===== src/rtl/ipc_pkg.sv =====
package ipc_pkg;
  localparam int unsigned REG_AW        = 3;
  localparam int unsigned SYS_ENTRIES   = 16;
  localparam int unsigned ENTRY_BYTES   = 4;
  localparam int unsigned PRIO_IDX_LSB  = 8;
  localparam int unsigned PRIO_IDX_W    = 8;

  typedef enum logic [REG_AW-1:0] {
    REG_ENABLE   = 3'd0,
    REG_PEND_CLR = 3'd1,
    REG_PEND     = 3'd2,
    REG_PRIO     = 3'd3,
    REG_DEPTH    = 3'd4
  } reg_sel_e;
endpackage


===== src/rtl/ipc_pend_bank.sv =====
// Edge detection and the single pending flag of every source.
module ipc_pend_bank #(
  parameter int unsigned NUM_SRC = 8,
  parameter int unsigned SRC_W   = 3
) (
  input  logic               clk,
  input  logic               rst,
  input  logic [NUM_SRC-1:0] irq_in,
  input  logic [NUM_SRC-1:0] clr_mask,
  input  logic               take_en,
  input  logic [SRC_W-1:0]   take_idx,
  output logic [NUM_SRC-1:0] rise,
  output logic [NUM_SRC-1:0] pend_q,
  output logic [NUM_SRC-1:0] pend_nxt
);
  logic [NUM_SRC-1:0] req_q;
  logic [NUM_SRC-1:0] take_mask;

  for (genvar i = 0; i < NUM_SRC; i++) begin : g_take
    assign take_mask[i] = take_en && (take_idx == SRC_W'(i));
  end

  always_comb begin
    rise     = irq_in & ~req_q;
    // a new edge in the same cycle as a take or clear is a new occurrence
    pend_nxt = (pend_q & ~clr_mask & ~take_mask) | rise;
  end

  always_ff @(posedge clk) begin
    if (rst) begin
      req_q  <= '0;
      pend_q <= '0;
    end else begin
      req_q  <= irq_in;
      pend_q <= pend_nxt;
    end
  end
endmodule


===== src/rtl/ipc_winner_sel.sv =====
// Picks the candidate with the smallest priority value, lowest index on ties.
module ipc_winner_sel #(
  parameter int unsigned NUM_SRC = 8,
  parameter int unsigned SRC_W   = 3,
  parameter int unsigned PRIO_W  = 3
) (
  input  logic [NUM_SRC-1:0]        cand,
  input  logic [NUM_SRC*PRIO_W-1:0] prio,
  output logic                      found,
  output logic [SRC_W-1:0]          win_idx,
  output logic [PRIO_W-1:0]         win_prio
);
  always_comb begin
    found    = 1'b0;
    win_idx  = '0;
    win_prio = '0;
    for (int i = 0; i < NUM_SRC; i++) begin
      if (cand[i] && (!found || (prio[i*PRIO_W +: PRIO_W] < win_prio))) begin
        found    = 1'b1;
        win_idx  = SRC_W'(i);
        win_prio = prio[i*PRIO_W +: PRIO_W];
      end
    end
  end
endmodule


===== src/rtl/ipc_active_stack.sv =====
// Stack of priorities of the handlers in progress.
module ipc_active_stack #(
  parameter int unsigned PRIO_W  = 3,
  parameter int unsigned LEVELS  = 8,
  parameter int unsigned DEPTH_W = 4
) (
  input  logic               clk,
  input  logic               rst,
  input  logic               push,
  input  logic [PRIO_W-1:0]  push_prio,
  input  logic               pop,
  output logic [DEPTH_W-1:0] depth_q,
  output logic [PRIO_W-1:0]  top_q,
  output logic [DEPTH_W-1:0] depth_nxt,
  output logic [PRIO_W-1:0]  top_nxt
);
  localparam int unsigned IDX_W = (LEVELS > 1) ? $clog2(LEVELS) : 1;

  logic [PRIO_W-1:0] stk [LEVELS];
  logic              full;
  logic              do_push;

  assign full    = (depth_q == DEPTH_W'(LEVELS));
  assign do_push = push && !full;

  always_comb begin
    if (do_push)
      depth_nxt = depth_q + 1'b1;
    else if (pop && (depth_q != '0))
      depth_nxt = depth_q - 1'b1;
    else
      depth_nxt = depth_q;

    if (do_push)
      top_nxt = push_prio;
    else if (depth_nxt == '0)
      top_nxt = '0;
    else
      top_nxt = stk[IDX_W'(depth_nxt - 1'b1)];

    if (depth_q == '0)
      top_q = '0;
    else
      top_q = stk[IDX_W'(depth_q - 1'b1)];
  end

  always_ff @(posedge clk) begin
    if (do_push)
      stk[IDX_W'(depth_q)] <= push_prio;
  end

  always_ff @(posedge clk) begin
    if (rst) depth_q <= '0;
    else     depth_q <= depth_nxt;
  end
endmodule


===== src/rtl/prio_irq_ctrl.sv =====
module prio_irq_ctrl
  import ipc_pkg::*;
#(
  parameter int unsigned NUM_SRC  = 8,
  parameter int unsigned PRIO_W   = 3,
  parameter int unsigned DATA_W   = 32,
  parameter int unsigned VEC_W    = 32,
  parameter logic [VEC_W-1:0] VEC_BASE = '0
) (
  input  logic                 clk,
  input  logic                 rst,
  input  logic [NUM_SRC-1:0]   irq_in,
  input  logic                 cfg_wr,
  input  logic                 cfg_rd,
  input  logic [REG_AW-1:0]    cfg_addr,
  input  logic [DATA_W-1:0]    cfg_wdata,
  output logic [DATA_W-1:0]    cfg_rdata,
  output logic                 irq_valid,
  output logic [VEC_W-1:0]     irq_vector,
  input  logic                 irq_ack,
  input  logic                 irq_done
);
  localparam int unsigned SRC_W   = (NUM_SRC > 1) ? $clog2(NUM_SRC) : 1;
  localparam int unsigned LEVELS  = 1 << PRIO_W;
  localparam int unsigned DEPTH_W = $clog2(LEVELS + 1);

  logic [NUM_SRC-1:0]        en_q, en_nxt;
  logic [NUM_SRC*PRIO_W-1:0] prio_q, prio_nxt;
  logic [NUM_SRC-1:0]        clr_mask, prio_hit;
  logic                      en_wr, clr_wr, prio_wr;

  logic [NUM_SRC-1:0]        rise, pend_q, pend_nxt;
  logic                      win_found;
  logic [SRC_W-1:0]          win_idx;
  logic [PRIO_W-1:0]         win_prio;

  logic [DEPTH_W-1:0]        depth_q, depth_nxt;
  logic [PRIO_W-1:0]         top_q, top_nxt;

  logic [SRC_W-1:0]          offer_src_q;
  logic [PRIO_W-1:0]         offer_prio_q;
  logic                      push, pop, preempt_ok;

  wire unused_wdata = ^cfg_wdata;

  // register port decode
  assign en_wr   = cfg_wr && (cfg_addr == REG_ENABLE);
  assign clr_wr  = cfg_wr && (cfg_addr == REG_PEND_CLR);
  assign prio_wr = cfg_wr && (cfg_addr == REG_PRIO);

  assign en_nxt   = en_wr  ? cfg_wdata[NUM_SRC-1:0] : en_q;
  assign clr_mask = clr_wr ? cfg_wdata[NUM_SRC-1:0] : '0;

  for (genvar i = 0; i < NUM_SRC; i++) begin : g_prio
    assign prio_hit[i] = prio_wr &&
      (cfg_wdata[PRIO_IDX_LSB +: PRIO_IDX_W] == PRIO_IDX_W'(i));
    assign prio_nxt[i*PRIO_W +: PRIO_W] =
      prio_hit[i] ? cfg_wdata[PRIO_W-1:0] : prio_q[i*PRIO_W +: PRIO_W];
  end

  // core handshake: a take wins over a return in the same cycle
  assign push = irq_ack && irq_valid;
  assign pop  = irq_done && !push;

  ipc_pend_bank #(.NUM_SRC(NUM_SRC), .SRC_W(SRC_W)) u_pend (
    .clk      (clk),
    .rst      (rst),
    .irq_in   (irq_in),
    .clr_mask (clr_mask),
    .take_en  (push),
    .take_idx (offer_src_q),
    .rise     (rise),
    .pend_q   (pend_q),
    .pend_nxt (pend_nxt)
  );

  ipc_active_stack #(.PRIO_W(PRIO_W), .LEVELS(LEVELS), .DEPTH_W(DEPTH_W)) u_stack (
    .clk       (clk),
    .rst       (rst),
    .push      (push),
    .push_prio (offer_prio_q),
    .pop       (pop),
    .depth_q   (depth_q),
    .top_q     (top_q),
    .depth_nxt (depth_nxt),
    .top_nxt   (top_nxt)
  );

  // selection runs on the state that the current edge will leave behind
  ipc_winner_sel #(.NUM_SRC(NUM_SRC), .SRC_W(SRC_W), .PRIO_W(PRIO_W)) u_sel (
    .cand     (pend_nxt & en_nxt),
    .prio     (prio_nxt),
    .found    (win_found),
    .win_idx  (win_idx),
    .win_prio (win_prio)
  );

  assign preempt_ok = (depth_nxt == '0) || (win_prio < top_nxt);

  always_ff @(posedge clk) begin
    if (rst) begin
      en_q         <= '0;
      prio_q       <= '0;
      irq_valid    <= 1'b0;
      offer_src_q  <= '0;
      offer_prio_q <= '0;
      irq_vector   <= '0;
      cfg_rdata    <= '0;
    end else begin
      en_q         <= en_nxt;
      prio_q       <= prio_nxt;
      irq_valid    <= win_found && preempt_ok;
      offer_src_q  <= win_idx;
      offer_prio_q <= win_prio;
      irq_vector   <= VEC_BASE + VEC_W'(ENTRY_BYTES * (SYS_ENTRIES + int'(win_idx)));
      if (cfg_rd) begin
        case (reg_sel_e'(cfg_addr))
          REG_ENABLE: cfg_rdata <= DATA_W'(en_q);
          REG_PEND:   cfg_rdata <= DATA_W'(pend_q);
          REG_DEPTH:  cfg_rdata <= DATA_W'(depth_q);
          default:    cfg_rdata <= '0;
        endcase
      end
    end
  end
endmodule


===== config.mk =====
export PLATFORM = sky130hd
export DESIGN_NAME = prio_irq_ctrl
export DESIGN_NICKNAME = d
export VERILOG_FILES = /design/src/rtl/ipc_pkg.sv /design/src/rtl/ipc_pend_bank.sv /design/src/rtl/ipc_winner_sel.sv /design/src/rtl/ipc_active_stack.sv /design/src/rtl/prio_irq_ctrl.sv
export SDC_FILE = /design/constraint.sdc
export NUM_CORES = 1
export LEC_CHECK = 0
export BUFFER_PORTS_ARGS = -buffer_cell sky130_fd_sc_hd__clkbuf_2
export CELL_PAD_IN_SITES_DETAIL_PLACEMENT = 2
export CELL_PAD_IN_SITES_GLOBAL_PLACEMENT = 2
export CORE_AREA = 3 3 132 134
export CTS_CLUSTER_DIAMETER = 150
export DETAILED_ROUTE_END_ITERATION = 8
export DIE_AREA = 0 0 135 137
export MAX_ROUTING_LAYER = met4
export PLACE_DENSITY_LB_ADDON = 0.1
export SKIP_LAST_GASP = 1
export SYNTH_ARGS = -nofsm -noshare
export SYNTH_HDL_FRONTEND = slang
export SYNTH_HIERARCHICAL = 1
export SYNTH_SLANG_ARGS = --single-unit

===== constraint.sdc =====
create_clock -name clk -period 21.8 [get_ports clk]
set_input_delay 2.18 -clock clk [delete_from_list [all_inputs] [get_ports clk]]
set_output_delay 2.18 -clock clk [all_outputs]
set_load 0.05 [all_outputs]

After elaboration in Yosys (flattened, before gate mapping)
Memories as Yosys holds them, arrays and structs flattened.
Index checks and enable logic that the tools add are counted.
{ "classes": {"add_sub_neg": 4, "bitwise_logic": 8, "order_cmp": 8, "n_reduce_logical": 53, "n_mux": 40, "eq_ne": 19} }
{ "op_table": {"columns": ["op", "count"], "rows": [
  ["$mux W3", 22],
  ["$and A8 B8 Y8", 4],
  ["$eq A8 B3 Y1 const B", 4],
  ["$logic_and A1 B1 Y1", 31],
  ["$lt A3 B3 Y1", 8],
  ["$not A8 Y8", 3],
  ["$pmux W8 S3", 1],
  ["$eq A8 B2 Y1 const B", 2],
  ["$mux W8", 2],
  ["$eq A3 B3 Y1 const B", 5],
  ["$eq A3 B2 Y1 const B", 4],
  ["$mux W1", 11],
  ["$logic_not A1 Y1", 9],
  ["$eq A8 B1 Y1 const B", 1],
  ["$logic_not A8 Y1", 1],
  ["$logic_or A1 B1 Y1", 8],
  ["$mux W4", 2],
  ["$or A8 B8 Y8", 1],
  ["$add A5 B3 Y6 const A", 1],
  ["$eq A3 B1 Y1 const B", 2],
  ["$logic_not A3 Y1", 2],
  ["$add A4 B1 Y4 const B", 1],
  ["$eq A4 B4 Y1 const B", 1],
  ["$logic_not A4 Y1", 1],
  ["4 further kinds", 5]
]} }
{ "totals": {"n_memories": 1, "inputBits": 49, "ram_bits": 24, "ff_bits": 123, "output_inout_bits": 65, "word_cells": 144} }
{ "mem_list": {"columns": ["memory", "words", "word_bits", "read_ports", "rd_clocked_by_memory_dff", "write_ports", "line", "rtl"], "rows": [
  ["u_stack.stk", 8, 3, 1, 0, 1, "ipc_active_stack.sv:19", "logic [PRIO_W-1:0] stk [LEVELS];"]
]} }

Longest topological paths before layout
Gate-level depths: netlist of the first run.
{ "logic_depth": {"ltp_word": 40, "depth_mapped": 57, "depth_no_buf": 54} }

By module
Netlist of the first run, hierarchy kept.
{ "modules_own_cells": {"columns": ["mod", "seq_area_each_um2", "area_each_um2", "instances", "cells_per_inst"], "rows": [
  ["prio_irq_ctrl", 960.9, 2768.9, 1, 287],
  ["ipc_active_stack", 800.8, 1654.1, 1, 130],
  ["ipc_winner_sel", 0.0, 1004.7, 1, 138],
  ["ipc_pend_bank", 320.3, 748.2, 1, 82]
]} }

Worst setup path after synthesis of the first run
No wires, ideal clock.
{ "synth_timing": {"kind": "input to register", "from": "input port cfg_addr[1]", "to": "register irq_valid", "arrival_time_ns": 12.163, "stages": 52, "required_time_ns": 21.678, "path_buffers": 2, "setup_time_ns": 0.122, "setup_slack_ns": 9.516, "cell_sequence": "clkbuf_1 -> and4bb_2 -> and2_1 -> nand2b_1 -> o22ai_1 -> nor2b_1 -> buf_2 -> nand2_1 -> ha_1 -> a21oi_1 -> o21ai_0 -> a21boi_0 -> a32oi_1 -> ha_1 -> a21oi_1 -> o311ai_0 -> a21bo_2 -> mux2i_1 -> [... 16 more ...] -> o21a_1 -> mux2_2 -> o21ai_2 -> ha_1 -> a21oi_1 -> nand2_1 -> nor4b_1 -> nor3_2 -> a21o_1 -> ha_1 -> a211oi_1 -> nand2_1 -> o21ai_4 -> nand2b_2 -> o221ai_1 -> ha_1 -> a211oi_1 -> o311a_1"} }
{ "synth_via": {"elab_chain_cells": 40, "elab_cells_between_ends": 76, "cone_classes": "8 x order compare; 2 x eq/ne; 26 x mux; 5 x bitwise; 35 x reduce/logical"} }
{ "synth_lines": {"columns": ["item", "line", "rtl"], "rows": [
  ["start, declared", "prio_irq_ctrl.sv:15", "input logic [REG_AW-1:0] cfg_addr,"],
  ["$eq A3 B1 Y1 (*)", "prio_irq_ctrl.sv:48", "assign clr_wr = cfg_wr && (cfg_addr == REG_PEND_CLR);"],
  ["$logic_and A1 B1 Y1 (*)", "prio_irq_ctrl.sv:48", null],
  ["$mux W8 (*)", "prio_irq_ctrl.sv:52", "assign clr_mask = clr_wr ? cfg_wdata[NUM_SRC-1:0] : '0;"],
  ["named net clr_mask[0]", "prio_irq_ctrl.sv:29", "logic [NUM_SRC-1:0] clr_mask, prio_hit;"],
  ["$not A8 Y8 (*)", "ipc_pend_bank.sv:26", "pend_nxt = (pend_q & ~clr_mask & ~take_mask) | rise;"],
  ["$and A8 B8 Y8 (*) (2 in series)", "ipc_pend_bank.sv:26", null],
  ["$or A8 B8 Y8 (*)", "ipc_pend_bank.sv:26", null],
  ["named net pend_nxt[0]", "prio_irq_ctrl.sv:32", "logic [NUM_SRC-1:0] rise, pend_q, pend_nxt;"],
  ["[... 26 more ...]", null, null],
  ["$lt A3 B3 Y1 or $logic_not A1 Y1 (tied branches)", "ipc_winner_sel.sv:18", "if (cand[i] && (!found || (prio[i*PRIO_W +: PRIO_W] < win_prio))) begin"],
  ["$logic_or A1 B1 Y1", "ipc_winner_sel.sv:18", null],
  ["$logic_and A1 B1 Y1", "ipc_winner_sel.sv:18", null],
  ["$mux W3 (*)", "ipc_winner_sel.sv:18", null],
  ["named net win_prio[1]", "prio_irq_ctrl.sv:35", "logic [PRIO_W-1:0] win_prio;"],
  ["$lt A3 B3 Y1 (*)", "prio_irq_ctrl.sv:98", "assign preempt_ok = (depth_nxt == '0) || (win_prio < top_nxt);"],
  ["$logic_or A1 B1 Y1 (*)", "prio_irq_ctrl.sv:98", null],
  ["$logic_and A1 B1 Y1 (*)", "prio_irq_ctrl.sv:112", "irq_valid <= win_found && preempt_ok;"],
  ["end signal, assigned", "prio_irq_ctrl.sv:112", null],
  ["end, declared", "prio_irq_ctrl.sv:18", "output logic irq_valid,"]
]} }
Mark *: on every way through the listed nets, which the timed path passes. The rest lies on a longest branch.
A chain may end at the register's enable or synchronous reset.

Worst setup path in the final report of the first run
Same ends and word-level chain as after synthesis.

==> results of run 1 <==
area by class of cell:
class                   count  share of cell area (%)
clock inverters             7                   1.052
clock buffers               9                   3.505
inverters                  24                   1.402
multi-input cells         467                   53.38
well taps                 220                   4.284
repair buffers             49                   3.973
flip-flops and latches     92                   32.41
worst max path at each step:
stage | to | slack, ps
detailed placement | irq_valid$_SDFF_PP0_ | 6760
finish | irq_valid$_SDFF_PP0_ | 7070
global route | irq_valid$_SDFF_PP0_ | 5890
floorplan | irq_valid$_SDFF_PP0_ | 9520
CTS | irq_valid$_SDFF_PP0_ | 7030
global placement | irq_valid$_SDFF_PP0_ | 7600
tightest hold or removal path, delay by kind of cell (launching register included):
kind / cells / cell delay, ps
flops: 1 / 310
mux: 1 / 60
simple gates: 1 / 50
power breakdown:
group          leakage (uW)  internal, uW  switching, uW
clock              0.000140          80.3           77.0
combinational       0.00181          75.1            112
sequential         0.000777           182           11.0
metrics by stage:
stage / std cells / utilization [%]
CTS: 868 / 39.16
global placement: 852 / 37.38
global route: 868 / 39.16
floorplan: 661 / -
finish: 868 / 39.16
detailed placement: 852 / 37.38
metal layers:
| metal | global-route usage (%) | vias up | share of wire (%) |
|---|---|---|---|
| met5 | - | - | 0 |
| met4 | 5.767 | 0 | 1.4 |
| met3 | 2.132 | 14 | 2.2 |
| met2 | 33.27 | 63 | 51 |
| met1 | 23.27 | 2252 | 45 |
| li1 | - | 2171 | - |
state kept, by name (all words and copies together), names as in the netlist:
signal           cells
u_pend/req_q         8
en_q                 8
u_stack/stk         24
prio_q              24
u_pend/pend_q        8
cfg_rdata            8
offer_prio_q         3
irq_valid            1
offer_src_q          2
irq_vector           2
u_stack/depth_q      4
cells in the final DEF, fill, tap and decap left out, types with 5 or more instances in the layout:
| cell type | instances |
|---|---|
| nor3_1 | 11 |
| nand2b_1 | 13 |
| clkbuf_2 | 45 |
| clkbuf_16 | 9 |
| o31ai_1 | 15 |
| nor2b_1 | 31 |
| a21oi_1 | 9 |
| nand2_1 | 51 |
| inv_1 | 24 |
| conb_1 | 52 |
| mux2i_1 | 42 |
| mux2_2 | 32 |
| o21ai_0 | 10 |
| ha_1 | 19 |
| or3b_2 | 5 |
| o21a_1 | 7 |
| edfxtp_1 | 24 |
| and2_1 | 12 |
| nor2_1 | 40 |
| dfxtp_1 | 68 |
| nand3b_1 | 5 |
| o22ai_1 | 9 |
| nand4_2 | 7 |
==> metrics, run 1 <==
DP Worst Slack 6756 ps; MaxCap Viol Count 0; fin crit share 67.56%; Min-Delay Path Depth 2; CTS tree yes; worst hold path startpoint prio_q[1]$_SDFF_PP0_; worst hold endpoint prio_q[1]$_SDFF_PP0_; cts bufs inserted 9; vias 4500; Final setup viols 0; critical path's slowest cell nor2b_1; cts hold-fix bufs 0; Core ar. 0.01641 mm^2; first-pass GRT wire length 26660 um; DR WL/cell 19.03 um; post-route ant nets 0; worst skew pair latency 350 ps; Antenna Cells 0; Clock Tree Buf Depth 2; Worst R2R Setup Slack 8980 ps; VDD IR max 0.04164 mV; worst reg2reg path startpoint irq_valid$_SDFF_PP0_; Non-Filler Cell Area, Final 0.006425 mm^2; Multi-input gate area 0.003430 mm^2; # DRC 0; Buf/Inv on CP 3; HP Class flop to flop; largest net degree at the start of global routing 50; Mapped Cells 610; leak pwr 0.002728 uW; DP Area 0.006132 mm^2; I/O pin count 114; share of cells above drive strength 1 20.37%; Crit. End Element flop; initial core utilization 36.12%; fin crit period 14730 ps; Slew Limit Headroom 36.90%; Final Power 536.7 uW; Die Ht 137 um; postcts setup bufs 0; Worst path depth 52; worst setup path class primary input to flop; peak fanout along the critical path 13; WHS 464.7 ps; # resized after CTS 0; initial antenna violation count 0; Nets 711; num rows 47; Die X-Extent 135 um; cell family with most CP delay compound AO/OA/AOI/OAI gates; Worst path most repeated cell ha_1; number of buffers added on ports 45; CTS sink count 92; Worst Setup SP cfg_addr[1]; root buffer cell clkbuf_16; fill count 1800; Area Overhead vs Synth 8.425%; final hold vios 0; status complete, no violations; power density over cell area 83.54 mW/mm^2; Yosys Warn Count 6; Storage cell area 0.002082 mm^2; Slew Viols, Final 0; crit path DAT 14970 ps; Die ar. 0.01850 mm^2; RD Place Congestion 0.8472; R2R cell count 51; Fin Clk Skew 8.026 ps; setup TNS 0 ps; Total Wirelength 16520 um; Final Worst Setup Slack 7071 ps; htree depth 3; first drt pass iteration count 4; Tot GR Track Use 19.05%; detailed placement HPWL 12760 um; Mapped Avg Cell Area 9.714 um^2; Fmax 0.06789 GHz; WP data required 22040 ps; Reg clk slew, reported paths 70 ps; pin slew with the least headroom to its limit 922.6 ps; RSZ-0062 raised after global routing no; Via-to-Cell Ratio 5.184; CP peak stage delay 740 ps; vias in the first global route 4765; Startpoint Class primary input; Cell Area, Synth 0.005926 mm^2; worst r2r dst irq_valid$_SDFF_PP0_; Congestion Overflow GR 0; Initial DRC Count 144
(Power assumes the default switching activity.)
==> run 2, diff against run 1 <==
Settings changed: CORE_AREA 3 3 132 134 to 3 3 137 139, DIE_AREA 0 0 135 137 to 0 0 140 142.
Clock period 21.8 ns to 15.4 ns, I/O delays scaled along.
==> metrics, run 2 (synthesized netlist as in run 1, its figures left out) <==
status complete, no violations; Via-to-Cell Ratio 5.142; postcts setup bufs 0; setup TNS 0 ps; Worst Setup SP cfg_addr[1]; # resized after CTS 0; worst setup path class primary input to flop; vias 4504; Congestion Overflow GR 0; worst hold path startpoint prio_q[23]$_SDFF_PP0_; Clock Tree Buf Depth 2; detailed placement HPWL 12830 um; P_int 490.3 uW; VDD IR max 0.06547 mV; leak pwr 0.002723 uW; Antenna Cells 0; Core ar. 0.01778 mm^2; Worst R2R Setup Slack 2840 ps; crit path DAT 14060 ps; Final Power 767.2 uW; cts bufs inserted 9; worst skew pair latency 350 ps; post-route ant nets 0; Die ar. 0.01988 mm^2; htree depth 3; Buf/Inv on CP 3; num rows 49; Nets 710; vias in the first global route 4919; power density over cell area 119.2 mW/mm^2; Fin Clk Skew 5.344 ps; biggest regs prio_q x24, u_stack/stk x24; initial core utilization 33.33%; Gate power share 34.1%; switching component of the power 276.9 uW; peak fanout along the critical path 13; root buffer cell clkbuf_16; Tot GR Track Use 17.65%; number of buffers added on ports 45; most frequent cells in the layout 68 x dfxtp_1, 52 x conb_1, 51 x nand2_1; most common cell after layout, fill and taps aside dfxtp_1; Fmax 0.07240 GHz; Startpoint Class primary input; pin slew with the least headroom to its limit 969.5 ps; Total Wirelength 16650 um; Initial DRC Count 188; Slew Viols, Final 0; sequential power share 35.6%; Non-Filler Cell Area, Final 0.006436 mm^2; Reg clk slew, reported paths 70 ps; fin crit share 89.69%; first drt pass iteration count 4; Die Ht 142 um; Crit. End Element flop; I/O pin count 114; worst reg2reg path startpoint irq_valid$_SDFF_PP0_; DR WL/cell 19.00 um; final hold vios 0; DP Area 0.006136 mm^2; largest net degree at the start of global routing 50; RD Place Congestion 0.8211; Die X-Extent 140 um; Area Overhead vs Synth 8.615%; CTS tree yes; HP Class flop to flop; CP peak stage delay 660 ps; Slew Limit Headroom 33.69%; RSZ-0062 raised after global routing no; share of cells above drive strength 1 20.09%; Clk pwr share 30.3%; WP data required 15640 ps; first-pass GRT wire length 27140 um; switching share of power 36.09%; Final setup viols 0; # DRC 0; fin crit period 13810 ps; MaxCap Viol Count 0; Worst path most repeated cell ha_1; cts hold-fix bufs 0; initial antenna violation count 0; critical path's slowest cell a211oi_1; fill count 1979; CTS sink count 92; cell family with most CP delay compound AO/OA/AOI/OAI gates
## run 2: area by class of cell
cell class | count | area (um^2) | area share, %
clock inverter | 7 | 75.07 | 1.166
multi-input combinational | 467 | 3430 | 53.29
inverter | 24 | 90.09 | 1.400
timing repair buffer | 48 | 247.7 | 3.849
clock buffer | 9 | 225.2 | 3.499
tap | 229 | 286.5 | 4.452
sequential | 92 | 2082 | 32.35
## run 2: power by group through the flow
stage / sequential (uW) / clock [uW] / combinational [uW]
after detailed placement: 279 / 0 / 261
after global routing: 276 / 252 / 286
after CTS: 274 / 242 / 265
final: 273 / 232 / 262
after global placement: 278 / 0 / 257
after floorplan: 276 / 0 / 214
## run 2: through the flow
stage / setup WS (ps) / instances / hold slack (ps) / util [%]
6_report: 1588 / 876 / 462.0 / 36.20
5_1_grt: 451.7 / 876 / 490.3 / 36.20
4_1_cts: 1609 / 876 / 468.0 / 36.20
3_5_place_dp: 1351 / 860 / 456.1 / 34.51
3_3_place_gp: 1863 / 860 / 441.2 / 34.51
2_1_floorplan: 3756 / 661 / 431.3 / -
## run 2: final timing paths
path | to | depth (start not counted)
setup / recovery | irq_valid$_SDFF_PP0_ | 51
hold / removal | prio_q[23]$_SDFF_PP0_ | 2
setup reg to reg | irq_valid$_SDFF_PP0_ | 50
hold reg to reg | prio_q[23]$_SDFF_PP0_ | 2
## run 2: layer usage
metal  part of all wire [%]  global-route usage (%)  routed length, um
met2                     51                   30.74               8448
met4                    1.5                   5.660                247
met3                    2.4                   2.117                395
met5                      0                       -                  0
met1                     45                   21.42               7555
## run 2: worst reg2reg max path: cells and delay by family, from the launching register on
| kind | cells | cell delay [ps] |
|---|---|---|
| mux | 3 | 960 |
| flops | 1 | 350 |
| compound gates | 25 | 6090 |
| simple gates | 11 | 2260 |
| buf+inv | 3 | 370 |
| fa+ha+maj | 8 | 2420 |
